### src/rtl/i2c_pair_pkg.sv
package i2c_pair_pkg;
   localparam int BYTE_W = 8;
   localparam int ADR_W  = 7;
   localparam int SEL_W  = 3;

   typedef enum logic [2:0] {
      ST_IDLE,
      ST_RX,
      ST_SACK,
      ST_TX,
      ST_MACK
   } eng_state_t;

   typedef enum logic [1:0] {
      RX_ADDR,
      RX_CMD,
      RX_DATA
   } rx_kind_t;

   typedef struct packed {
      logic scl;
      logic sda;
      logic scl_rise;
      logic scl_fall;
      logic start;
      logic stop;
   } bus_ev_t;
endpackage

### src/rtl/i2c_line_cond.sv
module i2c_line_cond
   import i2c_pair_pkg::*;
#(
   parameter int SYNC_STAGES = 2
) (
   input  logic    clk,
   input  logic    rst_n,
   input  logic    scl_i,
   input  logic    sda_i,
   output bus_ev_t ev
);
   logic [SYNC_STAGES-1:0] scl_sh;
   logic [SYNC_STAGES-1:0] sda_sh;
   logic scl_d;
   logic sda_d;
   logic scl_s;
   logic sda_s;

   // idle bus is high on both lines
   always_ff @(posedge clk or negedge rst_n) begin
      if (!rst_n) begin
         scl_sh <= '1;
         sda_sh <= '1;
         scl_d  <= 1'b1;
         sda_d  <= 1'b1;
      end else begin
         scl_sh <= {scl_sh[SYNC_STAGES-2:0], scl_i};
         sda_sh <= {sda_sh[SYNC_STAGES-2:0], sda_i};
         scl_d  <= scl_s;
         sda_d  <= sda_s;
      end
   end

   assign scl_s = scl_sh[SYNC_STAGES-1];
   assign sda_s = sda_sh[SYNC_STAGES-1];

   always_comb begin
      ev.scl      = scl_s;
      ev.sda      = sda_s;
      ev.scl_rise = scl_s & ~scl_d;
      ev.scl_fall = ~scl_s & scl_d;
      ev.start    = scl_s & scl_d & sda_d & ~sda_s;
      ev.stop     = scl_s & scl_d & ~sda_d & sda_s;
   end
endmodule

### src/rtl/i2c_pair_ptr.sv
module i2c_pair_ptr #(
   parameter int REG_AW = 3
) (
   input  logic              clk,
   input  logic              rst_n,
   input  logic              load,
   input  logic [REG_AW-1:0] load_val,
   input  logic              flip,
   output logic [REG_AW-1:0] ptr
);
   localparam logic [REG_AW-1:0] PAIR_BIT = REG_AW'(1);

   always_ff @(posedge clk or negedge rst_n) begin
      if (!rst_n)    ptr <= '0;
      else if (load) ptr <= load_val;
      else if (flip) ptr <= ptr ^ PAIR_BIT;
   end
endmodule

### src/rtl/i2c_pair_fsm.sv
module i2c_pair_fsm
   import i2c_pair_pkg::*;
#(
   parameter int REG_AW = 3
) (
   input  logic              clk,
   input  logic              rst_n,
   input  bus_ev_t           ev,
   input  logic [ADR_W-1:0]  own_addr,
   input  logic [BYTE_W-1:0] rd_data,
   input  logic [REG_AW-1:0] ptr,
   output logic              ptr_load,
   output logic [REG_AW-1:0] ptr_load_val,
   output logic              ptr_flip,
   output logic              sda_oe,
   output logic              wr_stb,
   output logic [REG_AW-1:0] wr_idx,
   output logic [BYTE_W-1:0] wr_data,
   output logic              rd_stb,
   output eng_state_t        st
);
   localparam logic [3:0] LAST_BIT = 4'(BYTE_W);

   rx_kind_t          kind;
   logic [3:0]        cnt;
   logic [BYTE_W-1:0] shreg;
   logic              rw;
   logic              mack;
   logic              addr_hit;

   assign addr_hit = (shreg[BYTE_W-1:1] == own_addr);

   // pointer commands are decoded from the same events the state register uses
   always_comb begin
      ptr_load     = (st == ST_SACK) && ev.scl_fall && (kind == RX_CMD);
      ptr_load_val = shreg[REG_AW-1:0];
      ptr_flip     = ((st == ST_SACK) && ev.scl_fall && (kind == RX_DATA)) ||
                     ((st == ST_MACK) && ev.scl_rise && !ev.sda);
   end

   always_ff @(posedge clk or negedge rst_n) begin
      if (!rst_n) begin
         st      <= ST_IDLE;
         kind    <= RX_ADDR;
         cnt     <= '0;
         shreg   <= '0;
         rw      <= 1'b0;
         mack    <= 1'b0;
         sda_oe  <= 1'b0;
         wr_stb  <= 1'b0;
         rd_stb  <= 1'b0;
         wr_idx  <= '0;
         wr_data <= '0;
      end else begin
         wr_stb <= 1'b0;
         rd_stb <= 1'b0;
         if (ev.stop) begin
            st     <= ST_IDLE;
            sda_oe <= 1'b0;
         end else if (ev.start) begin
            st     <= ST_RX;
            kind   <= RX_ADDR;
            cnt    <= '0;
            sda_oe <= 1'b0;
         end else begin
            unique case (st)
               ST_RX: begin
                  if (ev.scl_rise && cnt < LAST_BIT) begin
                     shreg <= {shreg[BYTE_W-2:0], ev.sda};
                     cnt   <= cnt + 4'd1;
                  end else if (ev.scl_fall && cnt == LAST_BIT) begin
                     if (kind == RX_ADDR && !addr_hit) begin
                        st <= ST_IDLE;
                     end else begin
                        st     <= ST_SACK;
                        sda_oe <= 1'b1;
                        if (kind == RX_ADDR) rw <= shreg[0];
                     end
                  end
               end
               ST_SACK: begin
                  if (ev.scl_fall) begin
                     sda_oe <= 1'b0;
                     cnt    <= '0;
                     unique case (kind)
                        RX_ADDR: begin
                           if (rw) begin
                              st     <= ST_TX;
                              shreg  <= rd_data;
                              rd_stb <= 1'b1;
                              sda_oe <= ~rd_data[BYTE_W-1];
                           end else begin
                              st   <= ST_RX;
                              kind <= RX_CMD;
                           end
                        end
                        RX_CMD: begin
                           st   <= ST_RX;
                           kind <= RX_DATA;
                        end
                        default: begin
                           st      <= ST_RX;
                           wr_stb  <= 1'b1;
                           wr_idx  <= ptr;
                           wr_data <= shreg;
                        end
                     endcase
                  end
               end
               ST_TX: begin
                  if (ev.scl_fall) begin
                     if (cnt == LAST_BIT - 4'd1) begin
                        st     <= ST_MACK;
                        sda_oe <= 1'b0;
                     end else begin
                        shreg  <= {shreg[BYTE_W-2:0], 1'b0};
                        sda_oe <= ~shreg[BYTE_W-2];
                        cnt    <= cnt + 4'd1;
                     end
                  end
               end
               ST_MACK: begin
                  if (ev.scl_rise) begin
                     mack <= ~ev.sda;
                  end else if (ev.scl_fall) begin
                     if (mack) begin
                        st     <= ST_TX;
                        cnt    <= '0;
                        shreg  <= rd_data;
                        rd_stb <= 1'b1;
                        sda_oe <= ~rd_data[BYTE_W-1];
                     end else begin
                        st <= ST_IDLE;
                     end
                  end
               end
               default: ;
            endcase
         end
      end
   end
endmodule

### src/rtl/i2c_pair_slave.sv
module i2c_pair_slave
   import i2c_pair_pkg::*;
#(
   parameter logic [6:0] ADDR_PREFIX = 7'h20,
   parameter int         PIN_LSB     = 0,
   parameter int         SYNC_STAGES = 2,
   parameter int         REG_AW      = 3
) (
   input  logic              clk,
   input  logic              rst_n,
   input  logic              scl_i,
   input  logic              sda_i,
   input  logic [SEL_W-1:0]  addr_sel_i,
   input  logic [BYTE_W-1:0] rd_data_i,
   output logic              sda_oe_o,
   output logic [REG_AW-1:0] reg_idx_o,
   output logic              rd_stb_o,
   output logic              wr_stb_o,
   output logic [REG_AW-1:0] wr_idx_o,
   output logic [BYTE_W-1:0] wr_data_o
);
   if (SYNC_STAGES < 2) begin : g_bad_sync
      $error("SYNC_STAGES must be at least 2");
   end
   if (PIN_LSB < 0 || PIN_LSB > ADR_W - SEL_W) begin : g_bad_pin
      $error("PIN_LSB places strap bits outside the address");
   end
   if (REG_AW < 1 || REG_AW > BYTE_W) begin : g_bad_aw
      $error("REG_AW must fit in the command byte");
   end

   logic [ADR_W-1:0] own_addr;
   for (genvar b = 0; b < ADR_W; b++) begin : g_abit
      if (b >= PIN_LSB && b < PIN_LSB + SEL_W) begin : g_strap
         assign own_addr[b] = addr_sel_i[b - PIN_LSB];
      end else begin : g_fixed
         assign own_addr[b] = ADDR_PREFIX[b];
      end
   end

   bus_ev_t           ev;
   logic              ptr_load;
   logic              ptr_flip;
   logic [REG_AW-1:0] ptr_load_val;
   logic [REG_AW-1:0] ptr;
   eng_state_t        st;
   logic              scl_sync;
   logic              bus_start;
   logic              bus_stop;

   i2c_line_cond #(.SYNC_STAGES(SYNC_STAGES)) u_line (
      .clk   (clk),
      .rst_n (rst_n),
      .scl_i (scl_i),
      .sda_i (sda_i),
      .ev    (ev)
   );

   i2c_pair_ptr #(.REG_AW(REG_AW)) u_ptr (
      .clk      (clk),
      .rst_n    (rst_n),
      .load     (ptr_load),
      .load_val (ptr_load_val),
      .flip     (ptr_flip),
      .ptr      (ptr)
   );

   i2c_pair_fsm #(.REG_AW(REG_AW)) u_fsm (
      .clk          (clk),
      .rst_n        (rst_n),
      .ev           (ev),
      .own_addr     (own_addr),
      .rd_data      (rd_data_i),
      .ptr          (ptr),
      .ptr_load     (ptr_load),
      .ptr_load_val (ptr_load_val),
      .ptr_flip     (ptr_flip),
      .sda_oe       (sda_oe_o),
      .wr_stb       (wr_stb_o),
      .wr_idx       (wr_idx_o),
      .wr_data      (wr_data_o),
      .rd_stb       (rd_stb_o),
      .st           (st)
   );

   assign reg_idx_o = ptr;
   assign scl_sync  = ev.scl;
   assign bus_start = ev.start;
   assign bus_stop  = ev.stop;
endmodule

### config.mk
export PLATFORM = sky130hd
export DESIGN_NAME = i2c_pair_slave
export DESIGN_NICKNAME = d
export VERILOG_FILES = /design/src/rtl/i2c_pair_pkg.sv /design/src/rtl/i2c_line_cond.sv /design/src/rtl/i2c_pair_ptr.sv /design/src/rtl/i2c_pair_fsm.sv /design/src/rtl/i2c_pair_slave.sv
export SDC_FILE = /design/constraint.sdc
export NUM_CORES = 1
export LEC_CHECK = 0
export ABC_CLOCK_PERIOD_IN_PS = 2150
export BUFFER_PORTS_ARGS = -buffer_cell sky130_fd_sc_hd__buf_2
export CAP_MARGIN = 20
export CORE_ASPECT_RATIO = 0.9
export CORE_UTILIZATION = 45
export CTS_BUF_LIST = sky130_fd_sc_hd__clkbuf_16
export DETAILED_ROUTE_END_ITERATION = 6
export PLACE_DENSITY = 0.68
export SETUP_SLACK_MARGIN = 0.5
export SLEW_MARGIN = 30
export SYNTH_ARGS = -nofsm -noshare
export SYNTH_HDL_FRONTEND = slang
export SYNTH_HIERARCHICAL = 1
export SYNTH_SLANG_ARGS = --single-unit
### constraint.sdc
create_clock -name clk -period 2.15 [get_ports clk]
set_input_delay 0.215 -clock clk [delete_from_list [all_inputs] [get_ports clk]]
set_output_delay 0.215 -clock clk [all_outputs]
set_load 0.01 [all_outputs]
==> results.md, run 1 <==
- The chip height is 68.9 um.
- The kind of cell adding the most delay to the critical path is simple AND/OR/NAND/NOR gates.
- Summing all flip-flop and latch instances after layout gives 0.00106 sq mm.
- The critical path starts at u_line/scl_d.
- The startpoint of the lowest-slack register-to-register path is u_line/scl_d.
- The initial antenna violation count is 0.
- The buffer levels on the longest clock path is 2.
- The number of failing hold endpoints at the final stage was 0.
- The total of fill cells in the finished design is 360.
- For the worst setup path, the data arrival time is around 2.3 ns.
- At the end of the flow, the number of nets in the layout was 284.
- For the worst-skew pair, the clock arrives at the later sink with an insertion delay of 0.28 ns.
- The first TritonRoute pass finished after 4 iterations.
- The wire length per cell is 16.7 um.
- The congestion estimate from routability-driven global placement came to between 0.8 and 0.9.
- Once placement completed, the tool counted placed cells totaling between 300 and 400.
- For the finished layout, the period the worst path requires is roughly 2.1 ns.
- The clock input transition at the sequential cells of the worst setup and hold paths is 0.06 ns.
- After technology mapping, the gate count stands at 203.
- The die covers between 0.005 and 0.006 sq mm.
- The number of port buffers is 31.
- Setup repair after global routing could not meet its margin everywhere.
- After layout, the design draws a total of 0.00402 W.
- The tightest min-delay check is of the input port to flip-flop type.
- The final count of pins violating max slew was 0.
- Clock tree synthesis inserted a total of 5 buffers.
- The post-detailed-routing wire length is 5520 um.
- The largest voltage drop on the vdd net is 0.785 mV.
- The overall global routing resource usage is 22.5%.
- In the finished design, the share of the clock period the worst path needs comes to between 90 and 100%.
- Once the floorplan was initialized, standard cells occupied approximately half of the core.
- The power per unit of standard cell area is 1320 mW/mm^2.
- The setup-violating endpoint count in the final report is 0.
- The tightest slew margin relative to the limit is 56.2%.
- The half-perimeter wire length after detailed placement is 3650 um.
- The number of standard-cell rows in the floorplan is 23.
- Counting both buffers and inverters, the worst setup path holds a total of 1.
- The TritonCTS sink count is between 40 and 50.
- The worst setup path is of the flip-flop to flip-flop kind.
- For this run, design rule violations remaining after detail routing come to 0.
- The tree is rooted in a clkbuf_16.
- The fraction of final layout cells sized beyond drive strength 1 is 50.7%.
- The critical path's slowest cell is dfstp_2.
- The remaining antenna violation count after routing is 0.
- The worst setup path is captured at a flip-flop.
- The clock tree skew after final layout is 0.00658 ns.
- The multi-input combinational cells in the finished layout cover a total of 0.00126 sq mm.
- The maximum number of pins on one net before global-route repair is 29.
- After the first detailed-routing iteration, the DRC count stood at 148.
- The startpoint type of the worst setup path is a flip-flop.
- The top-level port count is 32.
- The clock tree synthesis step divided the H-tree into 2 levels.
- The slew at the pin closest to its max-slew limit is between 0.6 and 0.7 ns.
- The total overflow reported by the global router is 0.
- The first global-routing pass estimated 8890 um of wire.
- The mean post-synth cell area is between 10 and 15 sq um.
- Measured along the x axis, the die boundary spans 76.3 um.
- The via count normalized by instance count is between 5 and 6.
- Of all nets on the critical path, the largest fanout is 5.
- The number of max-cap violations is 0.
- 0 antenna diodes ended up in the layout.
- The critical path goes through nor2b_4 -> and4bb_2 -> or3_4 -> o211ai_4 -> buf_6 -> or4_4 -> o31ai_4.
- The worst hold path begins at sda_i.
- From synthesis to final layout, the design area changed by 36.4%.
- The flow ran to the end, and the final reports show no timing, DRC or antenna violations.
- The core area is 0.00460 sq mm.
- Summing over every cut layer, the via total after detailed routing is 1831.
- The reported leakage power is ~1.4 nW.
- The final non-filler cell total is 330.
- The highest cell delay on the worst timing path is 0.55 ns.
- The required time at the worst-slack endpoint is 2.35 ns.
- The count of yosys warnings during synthesis is 6.
- TritonCTS built the clock tree.
- In this run the cell area of the synthesized design comes to ~0.0022 sq mm.
- Based on the critical path, the design can be clocked at up to between 400 and 500 MHz.
- The number of global-route vias before repair is 1829.
## layout by cell type (no fill, tap or decap), drive strengths merged, types with 3 or more instances in the layout
cell	count
dfrtp	36
xnor2	4
nor4	3
mux2	29
conb	4
xor2	4
nand3	5
nor3	4
o211ai	4
nor3b	5
dfstp	6
a21oi	6
nand2b	4
o21ai	8
nor2	11
inv	6
mux2i	3
buf	64
clkbuf	5
nand2	14
nor2b	3
## report_power, final
part,switching [W],internal (W)
Clock,0.000297,0.000661
Combinational,0.000765,0.000948
Sequential,0.000286,0.00106
Total,0.00135,0.00267
## final timing paths
check	slack, ns	end	depth (start not counted)
min	0.03	u_line/sda_sh[0]	1
min in group asynchronous	0.50	u_fsm/sda_oe	2
min reg2reg	0.35	u_line/sda_sh[1]	0
max	0.09	u_fsm/cnt[3]	7
max reg2reg	0.09	u_fsm/cnt[3]	7
max in group asynchronous	1.07	u_fsm/st[1]	3
## per-layer routing
metal | track usage, % | share of wire (%) | up-vias
met5 | 0 | 0 | -
li1 | - | - | 869
met3 | 5.13 | 5.0 | 11
met4 | 8.17 | 1.2 | 0
met1 | 28.9 | 47 | 891
met2 | 37.7 | 47 | 60
## per-stage QoR
| stage | hold WS [ns] | setup WS (ns) | setup TNS (ns) | instance area, sq um | util, % |
|---|---|---|---|---|---|
| final | 0.0292 | 0.0940 | 0 | 3050 | 66.3 |
| after detailed placement | 0.272 | -0.00316 | -0.00573 | 2640 | 57.3 |
| after floorplan | -0.0806 | -0.0540 | -0.383 | 2310 | - |
| after CTS | 0.0240 | 0.0980 | 0 | 2940 | 63.8 |
| after global routing | 0.0234 | 0.00727 | 0 | 3050 | 66.3 |
| after global placement | 0.267 | 0.0367 | 0 | 2640 | 57.3 |
## worst reg2reg max path: cells and delay by family (launching register included)
| kind | cells | cell delay (ns) |
|---|---|---|
| flops | 1 | 0.55 |
| simple gates | 4 | 0.97 |
| compound gates | 2 | 0.30 |
| buf+inv | 1 | 0.14 |
## final cells by class
cell class	count	area share [%]
multi-input combinational	147	41.3
sequential	42	34.7
timing repair buffer	65	14.4
clock buffer	5	4.10
tap	62	2.54
clock inverter	3	2.09
inverter	6	0.738
## flip-flops by register name, summed over array words and instances, names as in the netlist
signal,flops
u_fsm/cnt,4
u_fsm/kind,2
u_fsm/mack,1
u_fsm/rd_stb,1
u_fsm/rw,1
u_fsm/sda_oe,1
u_fsm/shreg,8
u_fsm/st,3
u_fsm/wr_data,8
u_fsm/wr_idx,3
u_fsm/wr_stb,1
u_line/scl_d,1
u_line/scl_sh,2
u_line/sda_d,1
u_line/sda_sh,2
u_ptr/ptr,3
## timing repair
| action | CTS | global route |
|---|---|---|
| setup buffers | 7 | 7 |
| pin swaps | 11 | 6 |
| resized for setup | 12 | 15 |
| cloned | 0 | 0 |
| endpoints found under the setup margin | 33 | 33 |
| hold buffers | 1 | 0 |
| endpoints found under the hold margin | 20 | 0 |
Power figures use the tool's default switching activity.
==> inputs of run 2 (changes only) <==
--- a/config.mk
+++ b/config.mk
@@ -5,14 +5,14 @@
 export SDC_FILE = /design/constraint.sdc
 export NUM_CORES = 1
 export LEC_CHECK = 0
-export ABC_CLOCK_PERIOD_IN_PS = 2150
+export ABC_CLOCK_PERIOD_IN_PS = 1950
 export BUFFER_PORTS_ARGS = -buffer_cell sky130_fd_sc_hd__buf_2
 export CAP_MARGIN = 20
 export CORE_ASPECT_RATIO = 0.9
 export CORE_UTILIZATION = 45
 export CTS_BUF_LIST = sky130_fd_sc_hd__clkbuf_16
 export DETAILED_ROUTE_END_ITERATION = 6
-export PLACE_DENSITY = 0.68
+export PLACE_DENSITY = 0.65
 export SETUP_SLACK_MARGIN = 0.5
 export SLEW_MARGIN = 30
 export SYNTH_ARGS = -nofsm -noshare
==> constraint.sdc (replaced) <==
create_clock -name clk -period 1.95 [get_ports clk]
set_input_delay 0.195 -clock clk [delete_from_list [all_inputs] [get_ports clk]]
set_output_delay 0.195 -clock clk [all_outputs]
set_load 0.01 [all_outputs]
==> results.md, run 2 (same netlist as run 1, synthesis figures left out) <==
- The run finished, with violations left.
- The checks that failed: negative setup slack.
- Clock tree synthesis found a total of 42 sinks.
- The maximum number of pins on one net before global-route repair is 22.
- The net switching fraction of the power is 33.2%.
- The endpoint kind of the worst setup timing path is a flip-flop.
- After detailed routing, the average wire length per cell comes to 16.7 um.
- Counting along the longest clock path gives a buffer depth of 2.
- The wire-length estimate of the detail-placed layout is ~3900 um.
- The number of nets at the end of the flow is 307.
- The critical path starts at u_line/scl_d.
- Setup repair after global routing could not meet its margin everywhere.
- Leaving out fill and tap cells, the most frequent cell in the layout is buf_4.
- The total overflow reported by the global router is 0.
- Routability-driven placement finished with a final weighted congestion of 0.875.
- The number of DRC markers in iteration 0 is about 140.
- The part of the total power dissipated in the clock network is 22.7%.
- Subtracting the final worst setup slack from the clock period gives 2.06 ns.
- The initial antenna violation count was 0.
- Using the TritonRoute via totals, the vias-per-cell ratio works out to 5.46.
- The insertion delay of the later-clocked pin in the worst-skew pair is 0.28 ns.
- Data arrives at the worst endpoint at 2.23 ns.
- The startpoint identified for the worst register-to-register timing path is u_line/scl_d.
- Measured in cells, the most critical reg-to-reg path has a length of 7.
- The clock tree skew after final layout is ~0.0053 ns.
- The number of failing hold endpoints at the final stage is 0.
- The count of unresolved DRC violations after routing is 0.
- The number of stages on the worst hold path is 1.
- The tree is rooted in a clkbuf_16.
- The internal power of the cells totals ~0.0031 W.
- TritonCTS built the clock tree.
- The detail route stage leaves a number of antenna-violating nets equal to 0.
- For this run, the top clock speed supported by timing is a little under 500 MHz.
- For the worst setup path, the data required time is 2.12 ns.
- The die extent in x is approximately 76 um.
- The final count of pins violating max slew is 0.
- The die area is 0.00526 sq mm.
- The startpoint type of the worst setup path is a flip-flop.
- 0 antenna diodes ended up in the layout.
- The number of global-route vias before repair is 1881.
- The TritonCTS buffer count is 5.
- Along the worst path, the maximum fanout reaches 8.
- The startpoint of the worst hold path is sda_i.
- The fraction of final layout cells sized beyond drive strength 1 is between 50% and 60%.
- The least setup slack across all paths after layout is -0.112 ns.
- In the final layout, the registers with the most flip-flops are u_fsm/shreg x8, u_fsm/wr_data x8, u_fsm/cnt x4.
- The post-synthesis to final-layout area growth is 47.8%.
- The endpoint of the worst register-to-register path is u_fsm/shreg[0].
- The overall via count from detail_route is 1929.
- The share of the clock period used by the worst path is 106%.
- The H-tree was split into 2 levels.
- The power per unit of standard cell area is roughly 1400 mW/mm^2.
- The top-level port count is 32.
- The total negative slack for setup checks is -1.17 ns.
- Setup slack on the worst reg-to-reg path comes out at -0.11 ns.
- The post-detailed-routing wire length is between 5000 and 6000 um.
- The placement-stage worst setup slack is -0.249 ns.
- The clock input transition at the sequential cells of the worst setup and hold paths is 0.06 ns.
- Setup violations remaining at the end of the flow were counted as 18.
- The pre-antenna-repair detailed-routing pass consisted of 5 iterations.
- The path category of the worst min-delay check is input port to flip-flop.
- In this run the power spent charging and discharging nets is 0.00154 W.
- The tool flagged a number of max-cap violations equal to 0.
- The sequential share of power is around 30%.
- The endpoint of the worst hold path is u_line/sda_sh[0].
- The total area inside the core boundary comes to ~0.0046 sq mm.
- The largest voltage drop on the vdd net is around 0.94 mV.
- The worst setup path is of the flip-flop to flip-flop kind.
- In the layout the commonest cells are 45 x buf_4, 36 x dfrtp_1, 31 x buf_2.
- The floorplan has 23 rows.
- The analysis attributes to cell leakage a power of 1.58 nW.
- The initial cell density of the core is about 49%.
- The die is 68.9 um tall.
- The combinational cell fraction of total power is 47.1%.
- The number of port buffers is 31.
- The first-pass GRT wire length is 9450 um.
- In the global route stage, overall resource usage came out at 23.6%.
-- run 2: cell types whose count changed in the layout (fill, tap and decap cells not counted), moves of 2 or more --
cell / delta
o21ai_1: +3
o21ai_0: -3
buf_6: +4
buf_4: +17
mux2_2: -6
mux2_4: +6
nor3b_1: -2
-- run 2: cell type report --
class                   count  area [sq um]
flip-flops and latches     42          1060
repair buffers             88           661
inverters                   6          22.5
multi-input cells         147          1300
clock buffers               5           125
fillers                   337          1300
clock inverters             3          63.8
well taps                  62          77.6
-- run 2: power groups by stage --
stage / clock network [W] / registers [W] / logic [W]
2_1_floorplan: 0 / 0.00146 / 0.00116
3_5_place_dp: 0 / 0.00140 / 0.00184
6_report: 0.00105 / 0.00140 / 0.00218
4_1_cts: 0.00108 / 0.00139 / 0.00205
3_3_place_gp: 0 / 0.00139 / 0.00181
5_1_grt: 0.00110 / 0.00144 / 0.00235
-- run 2: worst max path at each step --
stage	slack, ns	endpoint	depth (start not counted)
after detailed placement	-0.25	u_fsm/shreg[4]	7
final	-0.11	u_fsm/shreg[0]	7
after CTS	-0.11	u_fsm/cnt[3]	7
after floorplan	-0.25	u_fsm/shreg[0]	6
after global routing	-0.19	u_fsm/shreg[5]	7
after global placement	-0.18	u_fsm/shreg[3]	7
-- run 2: per-stage QoR --
stage	hold slack [ns]	cells	area [sq um]	total power (W)	utilization (%)
2_1_floorplan	-0.101	205	2310	0.00262	-
3_3_place_gp	0.0177	327	2810	0.00320	60.9
3_5_place_dp	0.0168	327	2810	0.00324	60.9
4_1_cts	0.00717	350	3250	0.00452	70.6
5_1_grt	0.00195	353	3310	0.00489	71.8
6_report	0.0127	353	3310	0.00463	71.8
-- run 2: per-layer routing --
metal	wire length [um]	GRT usage [%]
met1	2860	31.8
met2	2720	38.2
met3	266	5.13
met4	45	8.41
met5	0	0
-- run 2: what timing repair did --
item / CTS / global route
resized for setup: 33 / 9
endpoints found under the setup margin: 36 / 36
hold buffers: 1 / 0
endpoints found under the hold margin: 36 / 0
pin swaps: 12 / 8
gates cloned: 1 / 0
buffers inserted: 13 / 3
-- run 2: critical path: stages, from the launching register on --
cell       delay (ns)
dfstp_2          0.56
nor2b_4          0.16
and4bb_2         0.25
or3_4            0.14
o211ai_4         0.08
a2111oi_4        0.22
buf_6            0.21
mux2_2           0.34
==> inputs of run 3 (changes only) <==
--- a/config.mk
+++ b/config.mk
@@ -10,7 +10,6 @@
 export CAP_MARGIN = 20
 export CORE_ASPECT_RATIO = 0.9
 export CORE_UTILIZATION = 45
-export CTS_BUF_LIST = sky130_fd_sc_hd__clkbuf_16
 export DETAILED_ROUTE_END_ITERATION = 6
 export PLACE_DENSITY = 0.65
 export SETUP_SLACK_MARGIN = 0.5
==> results.md, run 3 (same netlist as run 1, synthesis figures left out) <==
- Registers are responsible for 31.4% of the overall power.
- STA puts the critical path data required time at 2.14 ns.
- The tightest min-delay check is of the input port to async pin type.
- At the end of the flow the core is filled with cells to 71.8%.
- The via count normalized by instance count is between 5 and 6.
- The setup-violating endpoint count in the final report is 15.
- The post-route netlist has 55.6% of its cells at a drive strength greater than 1.
- 32 I/O pins were placed.
- The first-pass iteration count of the detailed router is 4.
- The worst register-to-register path has a setup slack of -0.15 ns.
- The initial cell density of the core is 48.6%.
- The TritonCTS buffer count is 5.
- The routed design has 5730 um of wire.
- The buffer levels on the longest clock path is 2.
- The clock tree skew after final layout is about 0.0066 ns.
- The core area is 0.00460 sq mm.
- The clock network burns between 10% and 20% of the power.
- The startpoint type of the worst setup path is a flip-flop.
- The endpoint kind of the worst setup timing path is a flip-flop.
- The checks that failed: negative setup slack.
- The area occupied by multi-input gates is 0.00131 sq mm.
- The HPWL after detailed placement is about 3900 um.
- For this run the aggregate overflow at the end of global routing stands at 0.
- The maximum clock frequency is 477 MHz.
- The biggest fanout along the worst timing path is 8.
- Data on the critical path arrives at its endpoint at 2.29 ns.
- Setup repair after global routing could not meet its margin everywhere.
- The total negative slack for setup checks is -1.52 ns.
- The die extent in x is 76.3 um.
- The overall via count from detail_route is 1922.
- Once routing completed, OpenROAD measured the worst setup slack at -0.148 ns.
- The remaining antenna violation count after routing is 0.
- TritonCTS built the clock tree.
- The number of standard-cell rows in the floorplan is 23.
- At the end of routability-driven placement, the weighted congestion stood at 0.875.
- The reported leakage power is 1.58 nW.
- The register cell area after layout is 0.00106 sq mm.
- The largest voltage drop on the vdd net is 0.760 mV.
- The share of the clock period used by the worst path is 108%.
- The H-tree was split into 2 levels.
- The tree is rooted in a clkbuf_8.
- For this run, the total global-route usage over all layers was measured as 22.7%.
- The combinational cell fraction of total power is 49.5%.
- The power per unit of standard cell area is ~1300 mW/mm^2.
- Entering global routing, the biggest net connects 22 pins.
- The area growth from synthesis to layout is 47.8%.
- The wire length per cell is 16.1 um.
- The worst setup path is of the flip-flop to flip-flop kind.
- The library cell used most frequently in the layout, excluding fill and tap cells, is buf_4.
- The number of diodes is 0.
- The total of fill cells in the finished design is ~330.
- After layout, the minimum clock period comes to 2.10 ns.
- The worst hold margin is 0.229 ns.
- The post-place instance area is about 0.0028 sq mm.
- During placement, the flow inserted port buffers numbering 31.
- Measured along the y axis, the die boundary spans 68.9 um.
- The number of failing hold endpoints at the final stage is 0.
- After detailed routing, the number of remaining DRC violations is 0.
- In this run, the number of DRC markers left after iteration 0 of detailed routing was between 80 and 90.
- The number of global-route vias before repair is 1809.
- The die area is 0.00526 sq mm.
- The cell-internal power is 0.00293 W.
- The initial antenna violation count is 0.
- The largest registers in the layout are u_fsm/shreg x8, u_fsm/wr_data x8, u_fsm/cnt x4.
- The finished cells cover 0.00331 sq mm.
- The tool flagged a number of max-cap violations equal to 0.
- The clock net in this run drives a total of between 40 and 50 sinks.
- In the layout the commonest cells are 47 x buf_4, 36 x dfrtp_1, 31 x buf_2.
- After clock tree synthesis, the clock-pin slew on the worst setup and hold paths is around 0.08 ns.
- The number of nets at the end of the flow is 311.
- Net switching is 34.1% of the power.
- The flow ran to the end, but the final reports show violations.
- The total net switching power is 0.00151 W.
- The final count of pins violating max slew came to 0.
- The clock reaches the later pin of the worst-skew pair after around 0.30 ns.
- The first-pass GRT wire length is approximately 9000 um.
run 3: what timing repair did:
| action | 4_1_cts | 5_1_grt |
|---|---|---|
| pin swaps | 13 | 10 |
| resized for setup | 32 | 12 |
| hold buffers | 3 | 0 |
| setup buffers | 13 | 5 |
| gates cloned | 1 | 0 |
| endpoints found under the hold margin | 38 | 0 |
| endpoints found under the setup margin | 36 | 36 |
run 3: area by class of cell:
class	count	share of cell area, %
clock inverters	2	1.82
multi-input cells	147	39.6
inverters	6	0.681
clock buffers	6	2.50
flip-flops and latches	42	32.0
well taps	62	2.35
repair buffers	92	21.0
run 3: worst max-delay path, cell delays in order, from the launching register on:
cell	delay, ns
dfstp_2	0.57
nor2b_4	0.17
and4bb_2	0.26
or3_4	0.14
o211ai_4	0.08
a2111oi_4	0.22
buf_6	0.21
mux2_2	0.34
run 3: final timing paths:
kind | cells after the start | end | start
setup / recovery | 7 | u_fsm/shreg[5] | u_line/scl_d
hold / removal | 2 | u_fsm/rd_stb | rst_n
setup reg to reg | 7 | u_fsm/shreg[5] | u_line/scl_d
hold reg to reg | 0 | u_line/sda_sh[1] | u_line/sda_sh[0]
max in group asynchronous | 3 | u_line/sda_sh[1] | rst_n
min in group clk | 3 | u_fsm/shreg[2] | rd_data_i[2]
run 3: routing by layer:
metal / global-route usage (%) / wire length (um) / up-vias
li1: - / - / 917
met1: 31.1 / 2690 / 931
met2: 36.9 / 2630 / 65
met3: 3.68 / 319 / 9
met4: 8.41 / 88 / 0
met5: 0 / 0 / -
run 3: through the flow:
step / power, W / instances / setup WS, ns
after CTS: 0.00435 / 352 / -0.116
after global placement: 0.00320 / 327 / -0.182
final: 0.00445 / 357 / -0.148
after global routing: 0.00470 / 357 / -0.214
after floorplan: 0.00262 / 205 / -0.254
after detailed placement: 0.00324 / 327 / -0.249
run 3: power by group through the flow:
stage	clock (W)	sequential [W]	combinational, W
floorplan	0	0.00146	0.00116
global placement	0	0.00139	0.00181
detailed placement	0	0.00140	0.00184
CTS	0.000868	0.00139	0.00209
global route	0.000896	0.00144	0.00237
finish	0.000850	0.00139	0.00220
